==> src/rtl/pbu_pkg.sv <==
// Shared types for the port bring-up sequencer.
// Assumes: nothing beyond IEEE 1800-2017.
package pbu_pkg;

    typedef enum logic [3:0] {
        S_IDLE,
        S_PREP,
        S_REQ0,
        S_WAIT0,
        S_REQ1,
        S_WAIT1,
        S_LANE_EN,
        S_PORT_EN,
        S_HOLD,
        S_WAIT_RDY,
        S_TRAIN,
        S_WAIT_LINK,
        S_SETTLE
    } seq_state_t;

    typedef enum logic [1:0] {
        ST_OK      = 2'd0,
        ST_ACK_TO  = 2'd1,
        ST_RDY_TO  = 2'd2,
        ST_LINK_TO = 2'd3
    } seq_status_t;

    function automatic int unsigned max2(input int unsigned a, input int unsigned b);
        return (a > b) ? a : b;
    endfunction

endpackage

==> src/rtl/pbu_usec_tick.sv <==
// Free-running microsecond tick: divides the core clock by CYC_PER_US.
// Assumes: CYC_PER_US >= 1; the tick is a one-cycle pulse.
module pbu_usec_tick #(
    parameter int unsigned CYC_PER_US = 200
) (
    input  logic clk,
    input  logic rst_n,
    output logic us_tick
);
    generate
        if (CYC_PER_US == 1) begin : g_pass
            logic unused_ok;
            assign unused_ok = clk ^ rst_n;
            assign us_tick = 1'b1;
        end else begin : g_div
            localparam int unsigned CW = $clog2(CYC_PER_US);
            localparam logic [CW-1:0] TOP = CW'(CYC_PER_US - 1);
            logic [CW-1:0] cnt_q;

            // Wrap the divider counter every CYC_PER_US cycles.
            always_ff @(posedge clk) begin
                if (!rst_n)             cnt_q <= '0;
                else if (cnt_q == TOP)  cnt_q <= '0;
                else                    cnt_q <= cnt_q + 1'b1;
            end

            assign us_tick = (cnt_q == TOP);
        end
    endgenerate
endmodule

==> src/rtl/pbu_span_timer.sv <==
// Microsecond span timer: after a load of len_us, pulses expire once the
// len_us-th following tick has been counted.
// Assumes: len_us >= 1; a load restarts the span; a tick in the load cycle is ignored.
module pbu_span_timer #(
    parameter int unsigned TW = 17
) (
    input  logic          clk,
    input  logic          rst_n,
    input  logic          us_tick,
    input  logic          load,
    input  logic [TW-1:0] len_us,
    output logic          expire
);
    logic [TW-1:0] cnt_q;
    logic [TW-1:0] len_q;
    logic          run_q;

    // Count ticks while running and raise a one-cycle expiry at the end.
    always_ff @(posedge clk) begin
        if (!rst_n) begin
            cnt_q  <= '0;
            len_q  <= '0;
            run_q  <= 1'b0;
            expire <= 1'b0;
        end else begin
            expire <= 1'b0;
            if (load) begin
                cnt_q <= '0;
                len_q <= len_us;
                run_q <= 1'b1;
            end else if (run_q && us_tick) begin
                if (cnt_q + 1'b1 >= len_q) begin
                    run_q  <= 1'b0;
                    expire <= 1'b1;
                end else begin
                    cnt_q <= cnt_q + 1'b1;
                end
            end
        end
    end
endmodule

==> src/rtl/pbu_poll_ctr.sv <==
// Saturating poll counter: counts failed samples and flags the final one
// allowed by the limit presented on the same cycle.
// Assumes: limit >= 1.
module pbu_poll_ctr #(
    parameter int unsigned PW = 12
) (
    input  logic          clk,
    input  logic          rst_n,
    input  logic          clr,
    input  logic          inc,
    input  logic [PW-1:0] limit,
    output logic          last
);
    logic [PW-1:0] cnt_q;

    // Clear on a new wait; step on each failed sample, never wrapping.
    always_ff @(posedge clk) begin
        if (!rst_n)                     cnt_q <= '0;
        else if (clr)                   cnt_q <= '0;
        else if (inc && (cnt_q != '1))  cnt_q <= cnt_q + 1'b1;
    end

    assign last = ({1'b0, cnt_q} + 1'b1) >= {1'b0, limit};
endmodule

==> src/rtl/pbu_seq_fsm.sv <==
// Bring-up state machine: orders clock handshakes, reset hold, ready and
// link polling, and records the outcome. All outputs are registered.
// Assumes: timer and poll counter are the companions wired in the top module;
// inputs are synchronous to clk.
module pbu_seq_fsm
    import pbu_pkg::*;
#(
    parameter int unsigned TW             = 17,
    parameter int unsigned PW             = 12,
    parameter int unsigned POLL_US        = 100,
    parameter int unsigned ACK_POLLS      = 500,
    parameter int unsigned READY_POLLS    = 2500,
    parameter int unsigned LINK_POLLS     = 1000,
    parameter int unsigned PERST_SHORT_US = 100,
    parameter int unsigned PERST_LONG_US  = 100000,
    parameter int unsigned SETTLE_US      = 100000
) (
    input  logic          clk,
    input  logic          rst_n,
    input  logic          start_i,
    input  logic          pwr_opt_i,
    input  logic [1:0]    refclk_ack_i,
    input  logic          port_ready_i,
    input  logic          link_up_i,
    input  logic          tmr_expire,
    input  logic          pc_last,
    output logic          tmr_load,
    output logic [TW-1:0] tmr_len,
    output logic          pc_clr,
    output logic          pc_inc,
    output logic [PW-1:0] pc_lim,
    output logic          app_clk_en_o,
    output logic          perst_n_o,
    output logic          pwr_en_o,
    output logic [1:0]    refclk_req_o,
    output logic [1:0]    refclk_lane_en_o,
    output logic          port_refclk_en_o,
    output logic          gate_dis_clr_o,
    output logic          ltssm_start_o,
    output logic          busy_o,
    output logic          done_o,
    output logic          ok_o,
    output logic [1:0]    status_o
);
    localparam logic [TW-1:0] POLL_LEN  = TW'(POLL_US);
    localparam logic [TW-1:0] SHORT_LEN = TW'(PERST_SHORT_US);
    localparam logic [TW-1:0] LONG_LEN  = TW'(PERST_LONG_US);
    localparam logic [TW-1:0] SETL_LEN  = TW'(SETTLE_US);
    localparam logic [PW-1:0] ACK_LIM   = PW'(ACK_POLLS);
    localparam logic [PW-1:0] RDY_LIM   = PW'(READY_POLLS);
    localparam logic [PW-1:0] LNK_LIM   = PW'(LINK_POLLS);

    seq_state_t  st_q, st_d;
    seq_status_t stat_q, stat_d;
    logic        app_q, app_d, perst_q, perst_d, pwr_q, pwr_d;
    logic [1:0]  req_q, req_d, lane_q, lane_d;
    logic        port_q, port_d, gate_q, gate_d, ltssm_q, ltssm_d;
    logic        done_q, done_d, ok_q, ok_d;
    logic        miss_q, miss_d, used_q, used_d, fresh_q, fresh_d;
    logic        poll_now;

    // Poll instants: the first cycle of a wait and each interval expiry.
    assign poll_now = fresh_q | tmr_expire;

    // Next-state, output updates and companion-block controls.
    always_comb begin
        st_d     = st_q;
        stat_d   = stat_q;
        app_d    = app_q;
        perst_d  = perst_q;
        pwr_d    = pwr_q;
        req_d    = req_q;
        lane_d   = lane_q;
        port_d   = port_q;
        gate_d   = gate_q;
        ltssm_d  = 1'b0;
        done_d   = done_q;
        ok_d     = ok_q;
        miss_d   = miss_q;
        used_d   = used_q;
        fresh_d  = 1'b0;
        tmr_load = 1'b0;
        tmr_len  = POLL_LEN;
        pc_clr   = 1'b0;
        pc_inc   = 1'b0;
        pc_lim   = ACK_LIM;

        case (st_q)
            S_IDLE: begin
                if (start_i) begin
                    if (link_up_i) begin
                        done_d = 1'b1;
                        ok_d   = 1'b1;
                        stat_d = ST_OK;
                    end else begin
                        done_d = 1'b0;
                        ok_d   = 1'b0;
                        stat_d = ST_OK;
                        miss_d = 1'b0;
                        req_d  = 2'b00;
                        lane_d = 2'b00;
                        port_d = 1'b0;
                        gate_d = 1'b0;
                        st_d   = S_PREP;
                    end
                end
            end
            S_PREP: begin
                app_d   = 1'b1;
                perst_d = 1'b0;
                pwr_d   = pwr_opt_i;
                used_d  = pwr_opt_i;
                st_d    = S_REQ0;
            end
            S_REQ0: begin
                req_d[0] = 1'b1;
                pc_clr   = 1'b1;
                fresh_d  = 1'b1;
                st_d     = S_WAIT0;
            end
            S_WAIT0: begin
                pc_lim = ACK_LIM;
                if (poll_now) begin
                    if (refclk_ack_i[0]) begin
                        st_d = S_REQ1;
                    end else if (pc_last) begin
                        miss_d = 1'b1;
                        st_d   = S_REQ1;
                    end else begin
                        pc_inc   = 1'b1;
                        tmr_load = 1'b1;
                    end
                end
            end
            S_REQ1: begin
                req_d[1] = 1'b1;
                pc_clr   = 1'b1;
                fresh_d  = 1'b1;
                st_d     = S_WAIT1;
            end
            S_WAIT1: begin
                pc_lim = ACK_LIM;
                if (poll_now) begin
                    if (refclk_ack_i[1]) begin
                        st_d = S_LANE_EN;
                    end else if (pc_last) begin
                        miss_d = 1'b1;
                        st_d   = S_LANE_EN;
                    end else begin
                        pc_inc   = 1'b1;
                        tmr_load = 1'b1;
                    end
                end
            end
            S_LANE_EN: begin
                lane_d = 2'b11;
                st_d   = S_PORT_EN;
            end
            S_PORT_EN: begin
                port_d   = 1'b1;
                tmr_load = 1'b1;
                tmr_len  = used_q ? LONG_LEN : SHORT_LEN;
                st_d     = S_HOLD;
            end
            S_HOLD: begin
                if (tmr_expire) begin
                    perst_d = 1'b1;
                    pc_clr  = 1'b1;
                    fresh_d = 1'b1;
                    st_d    = S_WAIT_RDY;
                end
            end
            S_WAIT_RDY: begin
                pc_lim = RDY_LIM;
                if (poll_now) begin
                    if (port_ready_i) begin
                        st_d = S_TRAIN;
                    end else if (pc_last) begin
                        done_d = 1'b1;
                        ok_d   = 1'b0;
                        stat_d = ST_RDY_TO;
                        st_d   = S_IDLE;
                    end else begin
                        pc_inc   = 1'b1;
                        tmr_load = 1'b1;
                    end
                end
            end
            S_TRAIN: begin
                gate_d  = 1'b1;
                ltssm_d = 1'b1;
                pc_clr  = 1'b1;
                fresh_d = 1'b1;
                st_d    = S_WAIT_LINK;
            end
            S_WAIT_LINK: begin
                pc_lim = LNK_LIM;
                if (poll_now) begin
                    if (link_up_i) begin
                        tmr_load = 1'b1;
                        tmr_len  = SETL_LEN;
                        st_d     = S_SETTLE;
                    end else if (pc_last) begin
                        done_d = 1'b1;
                        ok_d   = 1'b0;
                        stat_d = ST_LINK_TO;
                        st_d   = S_IDLE;
                    end else begin
                        pc_inc   = 1'b1;
                        tmr_load = 1'b1;
                    end
                end
            end
            S_SETTLE: begin
                if (tmr_expire) begin
                    done_d = 1'b1;
                    ok_d   = 1'b1;
                    stat_d = miss_q ? ST_ACK_TO : ST_OK;
                    st_d   = S_IDLE;
                end
            end
            default: st_d = S_IDLE;
        endcase
    end

    // State and registered outputs; reset leaves PERST# asserted.
    always_ff @(posedge clk) begin
        if (!rst_n) begin
            st_q    <= S_IDLE;
            stat_q  <= ST_OK;
            app_q   <= 1'b0;
            perst_q <= 1'b0;
            pwr_q   <= 1'b0;
            req_q   <= 2'b00;
            lane_q  <= 2'b00;
            port_q  <= 1'b0;
            gate_q  <= 1'b0;
            ltssm_q <= 1'b0;
            done_q  <= 1'b0;
            ok_q    <= 1'b0;
            miss_q  <= 1'b0;
            used_q  <= 1'b0;
            fresh_q <= 1'b0;
        end else begin
            st_q    <= st_d;
            stat_q  <= stat_d;
            app_q   <= app_d;
            perst_q <= perst_d;
            pwr_q   <= pwr_d;
            req_q   <= req_d;
            lane_q  <= lane_d;
            port_q  <= port_d;
            gate_q  <= gate_d;
            ltssm_q <= ltssm_d;
            done_q  <= done_d;
            ok_q    <= ok_d;
            miss_q  <= miss_d;
            used_q  <= used_d;
            fresh_q <= fresh_d;
        end
    end

    assign app_clk_en_o     = app_q;
    assign perst_n_o        = perst_q;
    assign pwr_en_o         = pwr_q;
    assign refclk_req_o     = req_q;
    assign refclk_lane_en_o = lane_q;
    assign port_refclk_en_o = port_q;
    assign gate_dis_clr_o   = gate_q;
    assign ltssm_start_o    = ltssm_q;
    assign busy_o           = (st_q != S_IDLE);
    assign done_o           = done_q;
    assign ok_o             = ok_q;
    assign status_o         = stat_q;
endmodule

==> src/rtl/pcie_port_bringup.sv <==
// Top of the root-port bring-up sequencer: tick divider, span timer,
// poll counter and the sequencing state machine.
// Assumes: all timing parameters >= 1; inputs synchronous to clk.
module pcie_port_bringup
    import pbu_pkg::*;
#(
    parameter int unsigned CYC_PER_US     = 200,
    parameter int unsigned POLL_US        = 100,
    parameter int unsigned ACK_POLLS      = 500,
    parameter int unsigned READY_POLLS    = 2500,
    parameter int unsigned LINK_POLLS     = 1000,
    parameter int unsigned PERST_SHORT_US = 100,
    parameter int unsigned PERST_LONG_US  = 100000,
    parameter int unsigned SETTLE_US      = 100000
) (
    input  logic       clk,
    input  logic       rst_n,
    input  logic       start_i,
    input  logic       pwr_opt_i,
    input  logic [1:0] refclk_ack_i,
    input  logic       port_ready_i,
    input  logic       link_up_i,
    output logic       app_clk_en_o,
    output logic       perst_n_o,
    output logic       pwr_en_o,
    output logic [1:0] refclk_req_o,
    output logic [1:0] refclk_lane_en_o,
    output logic       port_refclk_en_o,
    output logic       gate_dis_clr_o,
    output logic       ltssm_start_o,
    output logic       busy_o,
    output logic       done_o,
    output logic       ok_o,
    output logic [1:0] status_o
);
    localparam int unsigned MAX_US = max2(max2(POLL_US, PERST_SHORT_US),
                                          max2(PERST_LONG_US, SETTLE_US));
    localparam int unsigned MAX_PL = max2(ACK_POLLS, max2(READY_POLLS, LINK_POLLS));
    localparam int unsigned TW     = $clog2(MAX_US + 1);
    localparam int unsigned PW     = $clog2(MAX_PL + 1);

    logic          us_tick;
    logic          tmr_load, tmr_expire;
    logic [TW-1:0] tmr_len;
    logic          pc_clr, pc_inc, pc_last;
    logic [PW-1:0] pc_lim;

    pbu_usec_tick #(.CYC_PER_US(CYC_PER_US)) u_tick (
        .clk     (clk),
        .rst_n   (rst_n),
        .us_tick (us_tick)
    );

    pbu_span_timer #(.TW(TW)) u_timer (
        .clk     (clk),
        .rst_n   (rst_n),
        .us_tick (us_tick),
        .load    (tmr_load),
        .len_us  (tmr_len),
        .expire  (tmr_expire)
    );

    pbu_poll_ctr #(.PW(PW)) u_poll (
        .clk   (clk),
        .rst_n (rst_n),
        .clr   (pc_clr),
        .inc   (pc_inc),
        .limit (pc_lim),
        .last  (pc_last)
    );

    pbu_seq_fsm #(
        .TW             (TW),
        .PW             (PW),
        .POLL_US        (POLL_US),
        .ACK_POLLS      (ACK_POLLS),
        .READY_POLLS    (READY_POLLS),
        .LINK_POLLS     (LINK_POLLS),
        .PERST_SHORT_US (PERST_SHORT_US),
        .PERST_LONG_US  (PERST_LONG_US),
        .SETTLE_US      (SETTLE_US)
    ) u_fsm (
        .clk              (clk),
        .rst_n            (rst_n),
        .start_i          (start_i),
        .pwr_opt_i        (pwr_opt_i),
        .refclk_ack_i     (refclk_ack_i),
        .port_ready_i     (port_ready_i),
        .link_up_i        (link_up_i),
        .tmr_expire       (tmr_expire),
        .pc_last          (pc_last),
        .tmr_load         (tmr_load),
        .tmr_len          (tmr_len),
        .pc_clr           (pc_clr),
        .pc_inc           (pc_inc),
        .pc_lim           (pc_lim),
        .app_clk_en_o     (app_clk_en_o),
        .perst_n_o        (perst_n_o),
        .pwr_en_o         (pwr_en_o),
        .refclk_req_o     (refclk_req_o),
        .refclk_lane_en_o (refclk_lane_en_o),
        .port_refclk_en_o (port_refclk_en_o),
        .gate_dis_clr_o   (gate_dis_clr_o),
        .ltssm_start_o    (ltssm_start_o),
        .busy_o           (busy_o),
        .done_o           (done_o),
        .ok_o             (ok_o),
        .status_o         (status_o)
    );
endmodule

==> config.mk <==
export PLATFORM = sky130hd
export DESIGN_NAME = pcie_port_bringup
export DESIGN_NICKNAME = d
export VERILOG_FILES = /design/src/rtl/pbu_pkg.sv /design/src/rtl/pbu_usec_tick.sv /design/src/rtl/pbu_span_timer.sv /design/src/rtl/pbu_poll_ctr.sv /design/src/rtl/pbu_seq_fsm.sv /design/src/rtl/pcie_port_bringup.sv
export SDC_FILE = /design/constraint.sdc
export NUM_CORES = 1
export LEC_CHECK = 0
export ABC_AREA = 0
export BUFFER_PORTS_ARGS = -buffer_cell sky130_fd_sc_hd__buf_2
export CAP_MARGIN = 10
export CELL_PAD_IN_SITES_DETAIL_PLACEMENT = 0
export CELL_PAD_IN_SITES_GLOBAL_PLACEMENT = 1
export CORE_MARGIN = 4
export CORE_UTILIZATION = 45
export CTS_BUF_LIST = sky130_fd_sc_hd__clkbuf_4
export DETAILED_ROUTE_END_ITERATION = 7
export PLACE_DENSITY = 0.83
export SYNTH_ARGS = -nofsm -noshare
export SYNTH_HDL_FRONTEND = slang
export SYNTH_HIERARCHICAL = 1
export SYNTH_SLANG_ARGS = --single-unit
==> constraint.sdc <==
create_clock -name clk -period 7.5 [get_ports clk]
set_input_delay 0 -clock clk [delete_from_list [all_inputs] [get_ports clk]]
set_output_delay 0 -clock clk [all_outputs]
set_load 0.05 [all_outputs]
==> run_results.csv, run 1 <==
group,metric,value,unit
cells_and_area,finalNetCount,624,
synthesis,ys_warn_count,6,
clock_tree,cts.clk_slew.worst_paths,0.12,ns
pwr,p_leak,2.08,nW
timing,finalSetupViolCount,0,
routing,ant_nets,0,
timing,max_freq,0.232,GHz
critical_path,cp_max_fo,16,
placed_design,gp_congestion,0.835,
critical_path,required,7.85,ns
timing,timing.final.hold_violations,0,
critical_path,r2r_slack,3.19,ns
timing,finClkSkew,0.0148,ns
job,cap_violations,0,
routing,avgRoutedWirePerCell,13.7,µm
cells_and_area,syn2layout_area_growth,2.68,%
floorplan,start_util,46.3,%
placed_design,hpwl,7.17,mm
synthesis,yosysSeqAreaShare,29.8,%
placed_design,numPortBuffers,22,
routing,drtIter0Drc,133,
synthesis,post_synth.cell_area_avg,8.63,µm²
timing,maxSlewViolCount,0,
routing,routed_wl,9.99,mm
synthesis,syn_inst,585,
synthesis,synth_area,5050,µm²
timing,worstMarginPinSlew,0.951,ns
clock_tree,cts_root_buffer,"clkbuf_4",
floorplan,die-height,114,µm
timing,fin_setup_tns,0,ns
clock_tree,clock-sinks,75,
floorplan,fp.dieArea,13000,µm²
routing,viasPerCell,5.48,
placed_design,postPlaceCellArea,5040,µm²
clock_tree,cts-buffers-inserted,9,
routing,drtPass1Iterations,5,
placed_design,dp_cells,709,
timing,period_share,57.4,%
grt,grt_pass1_vias,3819,
cells_and_area,final_area,5180,µm²
floorplan,core.rowCount,38,
synthesis,synth.distinct_cells,74,
floorplan,io_pins,23,
clock_tree,cts-htree-levels,3,
cells_and_area,fin_cells,727,
timing,fin_crit,4.31,ns
synthesis,synthArstFlopShare,0,%
cells_and_area,drive_above_1_share,9.88,%
grt,grt_pass1_wl,17.5,mm
grt,grt_max_degree,52,
floorplan,die_w,114,µm
critical_path,crit_type,"reg2reg",
synthesis,ys_seq_elements,75,
grt,antenna_found_initial,0,
synthesis,synth_edf_count,0,
routing,drcViolationCount,0,
routing,vias,3983,
status,status,"complete, no violations",
timing,slew_headroom,36.5,%
worst_hold_path,hp-class,"in2reg",
synthesis,synth_ff_type,"dfxtp_1",
clock_tree,cts.repair.resized,0,
cells_and_area,n_antenna_cell,0,
critical_path,cp-end-kind,"register",
clock_tree,cts_max_path_buffers,2,
critical_path,start_kind,"register",
pwr,p_per_area,144,nW/µm²
clock_tree,clk_latency,0.43,ns
critical_path,worst_ep_arrival_time,4.66,ns
timing,rsz0062_at_grt,"false",
floorplan,design.core.area,10900,µm²
clock_tree,cts_tree,"built",
grt,grt_usage,16.1,%
grt,grt_overflow,0,
pwr,ir_drop,85.5,µV
## synthesized netlist by cell type (3+ instances only)
cell	number	share of area [%]
nor3b_1	4	0.60
nand3_2	3	0.60
or2_1	5	0.62
nor3_1	8	0.79
clkbuf_1	14	1.0
o31ai_1	16	2.4
dfxtp_1	75	30
o21a_1	3	0.45
xnor2_1	17	3.0
nand3b_1	6	0.89
a21oi_1	36	3.6
nand4_1	7	0.87
nand2b_1	7	0.87
and4_1	3	0.52
buf_2	5	0.50
o21ai_0	13	1.3
nand2_1	28	2.1
mux2i_1	23	4.6
nor2_1	16	1.2
a22oi_1	3	0.45
nor2b_1	29	3.6
buf_6	7	1.6
xor2_1	12	2.1
a31oi_1	5	0.62
a211o_1	3	0.52
a21o_1	9	1.3
or4_1	14	2.1
nand3_1	21	2.1
inv_1	45	3.3
o21ai_1	5	0.50
and2_1	11	1.4
o211ai_1	5	0.74
ha_1	33	8.2
and3_1	12	1.5
or3_1	7	0.87
buf_4	27	4.0
## path summary, 6_finish.rpt
kind,from,to,cells after the start
min reg2reg,u_fsm/miss_q,u_fsm/miss_q,2
max reg2reg,u_poll/cnt_q[0],u_poll/cnt_q[4],15
max,u_poll/cnt_q[0],u_poll/cnt_q[4],15
min,port_ready_i,u_fsm/st_q[1],4
## logic make-up (layout without fill, tap and decap cells)
kind of cell | after synthesis | count (layout) | synth area share (%)
AO/OA/AOI/OAI | 130 | 130 | 18.5
flip-flops | 75 | 75 | 29.8
adder cells (fa/ha/maj) | 33 | 33 | 8.18
XOR/XNOR | 29 | 29 | 5.03
multiplexers | 23 | 23 | 4.56
AND/OR/NAND/NOR | 193 | 193 | 23.2
buffers and inverters | 100 | 88 | 10.7
other | 2 | 16 | 0.149
## placed cells by master, fill, tap and decap left out, drive strengths merged, types with 8 or more instances in the layout
master and instances:
and2 11, mux2i 23, and3 13, a21o 9, conb 16, ha 33, nand4 9, nand3 24
dfxtp 75, buf 25, o31ai 18, xor2 12, inv 46, xnor2 17, nor2 16, or4 14
clkbuf 10, nor3 9, or3 8, nor2b 30, o21ai 18, a21oi 37, nand2 28
## power breakdown
group / internal [mW] / total [mW] / switching (mW)
combinational: 0.0392 / 0.110 / 0.0706
clock: 0.0684 / 0.211 / 0.143
sequential: 0.406 / 0.423 / 0.0163
total: 0.514 / 0.744 / 0.230
## through the flow
stage / util [%] / power (mW) / setup slack (ns) / hold slack [ns]
finish: 47.6 / 0.744 / 3.19 / 0.0545
detailed placement: 46.3 / 0.539 / 3.23 / 0.277
global placement: 46.3 / 0.539 / 3.40 / 0.269
global route: 47.6 / 0.786 / 2.71 / 0.107
CTS: 47.4 / 0.759 / 3.20 / 0.0259
floorplan: - / 0.527 / 3.59 / 0.163
## sequential cells by signal, indices dropped and copies added (netlist names), 2 cells and up
name                flops
u_fsm/status_o          2
u_timer/len_q          17
u_fsm/refclk_req_o      2
u_poll/cnt_q           12
u_fsm/st_q              4
u_tick/g_div.cnt_q      8
u_timer/cnt_q          17
## cell type report
cell class                      count  area (µm²)
Tap cell                          140         175
Clock buffer                       10        75.1
Fill cell                        1071        5710
Timing Repair Buffer               27         160
Multi-Input combinational cell    424        3060
Inverter                           46         175
Clock inverter                      5        31.3
Sequential cell                    75        1500
## per-layer routing
| metal | global-route usage [%] | routed length, µm | vias up | part of all wire [%] |
|---|---|---|---|---|
| li1 | - | - | 2049 | - |
| met1 | 21.2 | 4750 | 1850 | 47 |
| met2 | 26.4 | 4720 | 67 | 47 |
| met3 | 3.34 | 361 | 17 | 3.6 |
| met4 | 5.23 | 167 | 0 | 1.7 |
| met5 | 0 | 0 | - | 0 |
## what timing repair did
item | CTS | global route
endpoints found under the hold margin | 2 | 0
hold buffers | 2 | 0
buffers inserted | 0 | 0
## worst max-delay path, cell delays in order (launching register included)
cell,delay [ns]
dfxtp_1,0.42
ha_1,0.28
nand3_1,0.16
nor2_1,0.33
and3_1,0.22
xor2_1,0.15
ha_1,0.27
a21o_1,0.16
a211oi_1,0.22
o211ai_1,0.26
nor2b_1,0.26
nand2_1,0.12
a21oi_1,0.51
o31ai_2,0.36
or3_1,0.39
a21oi_1,0.14
(Power assumes the default switching activity.)
==> inputs of run 2 (changes only) <==
==> constraint.sdc (replaced) <==
create_clock -name clk -period 4.5 [get_ports clk]
set_input_delay 0 -clock clk [delete_from_list [all_inputs] [get_ports clk]]
set_output_delay 0 -clock clk [all_outputs]
set_load 0.05 [all_outputs]
==> run_results.csv, run 2 (synthesized netlist as in run 1, its figures left out) <==
group,metric,value,unit
grt,antenna_found_initial,0,
timing,rsz0062_at_grt,"false",
cells_and_area,finalCoreUtilization,48.0,%
routing,ant_nets,0,
cells_and_area,nFillCells,1102,
worst_hold_path,min_path_cells,4,
routing,routed_wl,10.3,mm
floorplan,start_util,46.3,%
timing,timing.final.hold_violations,0,
pwr,finalPower,1.27,mW
timing,hold_ws,0.0434,ns
routing,drtPass1Iterations,5,
timing,worstMarginPinSlew,1.17,ns
routing,drtIter0Drc,257,
timing,period_share,88.8,%
pwr,p_leak,2.12,nW
critical_path,crit_type,"reg2reg",
placed_design,gp_congestion,0.836,
timing,fin_setup_tns,0,ns
routing,avgRoutedWirePerCell,14.0,µm
timing,finalSetupViolCount,0,
clock_tree,cts-buffers-inserted,9,
critical_path,start_kind,"register",
timing,max_freq,0.250,GHz
cells_and_area,finalNetCount,629,
cells_and_area,final_cell_mix,"dfxtp_1 (75), inv_1 (45), a21oi_1 (36)",
floorplan,design.core.area,10900,µm²
clock_tree,cts.clk_slew.worst_paths,0.13,ns
critical_path,cp-end-kind,"register",
placed_design,numPortBuffers,22,
critical_path,reg2reg_to,"u_poll/cnt_q[9]",
clock_tree,clk_latency,0.44,ns
routing,vias,4057,
critical_path,r2r_slack,0.51,ns
floorplan,core.rowCount,38,
routing,drcViolationCount,0,
floorplan,die_w,114,µm
pwr,p_per_area,244,nW/µm²
cells_and_area,syn2layout_area_growth,3.52,%
clock_tree,cts_tree,"built",
floorplan,fp.dieArea,13000,µm²
grt,grt_max_degree,52,
timing,finClkSkew,0.0170,ns
pwr,ir_drop,184,µV
clock_tree,cts_max_path_buffers,2,
job,cap_violations,0,
floorplan,io_pins,23,
timing,slew_headroom,21.7,%
grt,grt_pass1_wl,17.6,mm
critical_path,reg2reg_from,"u_poll/cnt_q[0]",
worst_hold_path,min_to,"u_fsm/st_q[1]",
cells_and_area,layout_commonest_cell,"dfxtp_1",
critical_path,cp_max_fo,16,
critical_path,required,4.88,ns
timing,fin_crit,3.99,ns
timing,maxSlewViolCount,0,
critical_path,reg2reg_depth,16,
cells_and_area,top_regs,"u_timer/cnt_q: 17 flops, u_timer/len_q: 17 flops, u_poll/cnt_q: 12 flops",
worst_hold_path,min_from,"port_ready_i",
placed_design,hpwl,7.53,mm
grt,grt_overflow,0,
clock_tree,cts_root_buffer,"clkbuf_4",
cells_and_area,drive_above_1_share,11.3,%
floorplan,die-height,114,µm
clock_tree,clock-sinks,75,
status,status,"complete, no violations",
grt,grt_usage,16.4,%
routing,viasPerCell,5.53,
grt,grt_pass1_vias,3788,
critical_path,worst_ep_arrival_time,4.37,ns
cells_and_area,n_antenna_cell,0,
clock_tree,cts-htree-levels,3,
worst_hold_path,hp-class,"in2reg",
-- run 2: changes by cell type in the layout (fill, tap and decap cells not counted) --
cell        previous run  this run
buf_4                  2         8
buf_8                  1         0
clkbuf_4              10         9
clkinv_1               2         0
clkinv_2               0         3
clkinv_4               1         0
clkinvlp_4             2         1
inv_6                  0         3
nor2_1                16        15
nor2_2                 0         1
-- run 2: cell type report --
| cell class | count | area [µm²] | share of cell area, % |
|---|---|---|---|
| clock buffers | 9 | 67.6 | 1.29 |
| clock inverters | 7 | 48.8 | 0.934 |
| inverters | 46 | 175 | 3.35 |
| multi-input cells | 424 | 3070 | 58.7 |
| flip-flops and latches | 75 | 1500 | 28.7 |
| well taps | 140 | 175 | 3.35 |
| repair buffers | 32 | 190 | 3.64 |
-- run 2: critical path: stages (launching register included) --
cell and delay (ns):
dfxtp_1 0.44, ha_1 0.29, nand3_1 0.17, nor2_2 0.24
and3_1 0.20, xor2_1 0.16, ha_1 0.27, a21o_1 0.17
a211oi_1 0.22, o211ai_1 0.29, nor2b_1 0.28, nand2_1 0.13
a21oi_1 0.15, buf_4 0.18, o31ai_2 0.20, or4_1 0.46
nand2_1 0.09
-- run 2: where the power goes --
part	total, mW	internal, mW	leakage [nW]	switching [mW]
registers	0.691	0.677	0.606	0.0136
clock network	0.380	0.116	0.0669	0.263
logic	0.203	0.0693	1.45	0.134
total	1.27	0.863	2.12	0.411
-- run 2: metrics by stage --
step | instance area, µm² | instances | worst slack, ns
final | 5220 | 733 | 0.505
after global routing | 5220 | 733 | 0.0365
after CTS | 5220 | 733 | 0.410
after detailed placement | 5080 | 715 | 0.451
after global placement | 5080 | 715 | 0.532
after floorplan | 5100 | 599 | 0.586
-- run 2: metal layers --
metal | up-vias | GRT usage, % | wire (µm)
li1 | 2063 | - | -
met1 | 1910 | 20.8 | 4810
met2 | 76 | 28.0 | 4930
met3 | 8 | 3.98 | 427
met4 | 0 | 4.35 | 113
met5 | - | 0 | 0
-- run 2: timing repair --
| item | 4_1_cts | 5_1_grt |
|---|---|---|
| hold buffers | 2 | 0 |
| buffers inserted | 0 | 0 |
| resized for setup | 0 | 1 |
| endpoints found under the setup margin | 0 | 5 |
| hold endpoints to repair | 2 | 0 |
-- run 2: how the worst max path moves through the flow --
stage	from	endpoint	slack [ns]	depth (start not counted)
2_1_floorplan	u_poll/cnt_q[0]	u_timer/len_q[10]	0.59	16
3_3_place_gp	u_poll/cnt_q[0]	u_poll/cnt_q[9]	0.53	16
3_5_place_dp	u_poll/cnt_q[0]	u_poll/cnt_q[2]	0.45	16
4_1_cts	u_poll/cnt_q[0]	u_poll/cnt_q[2]	0.41	16
5_1_grt	u_poll/cnt_q[0]	u_poll/cnt_q[2]	0.04	16
6_report	u_poll/cnt_q[0]	u_poll/cnt_q[9]	0.51	16
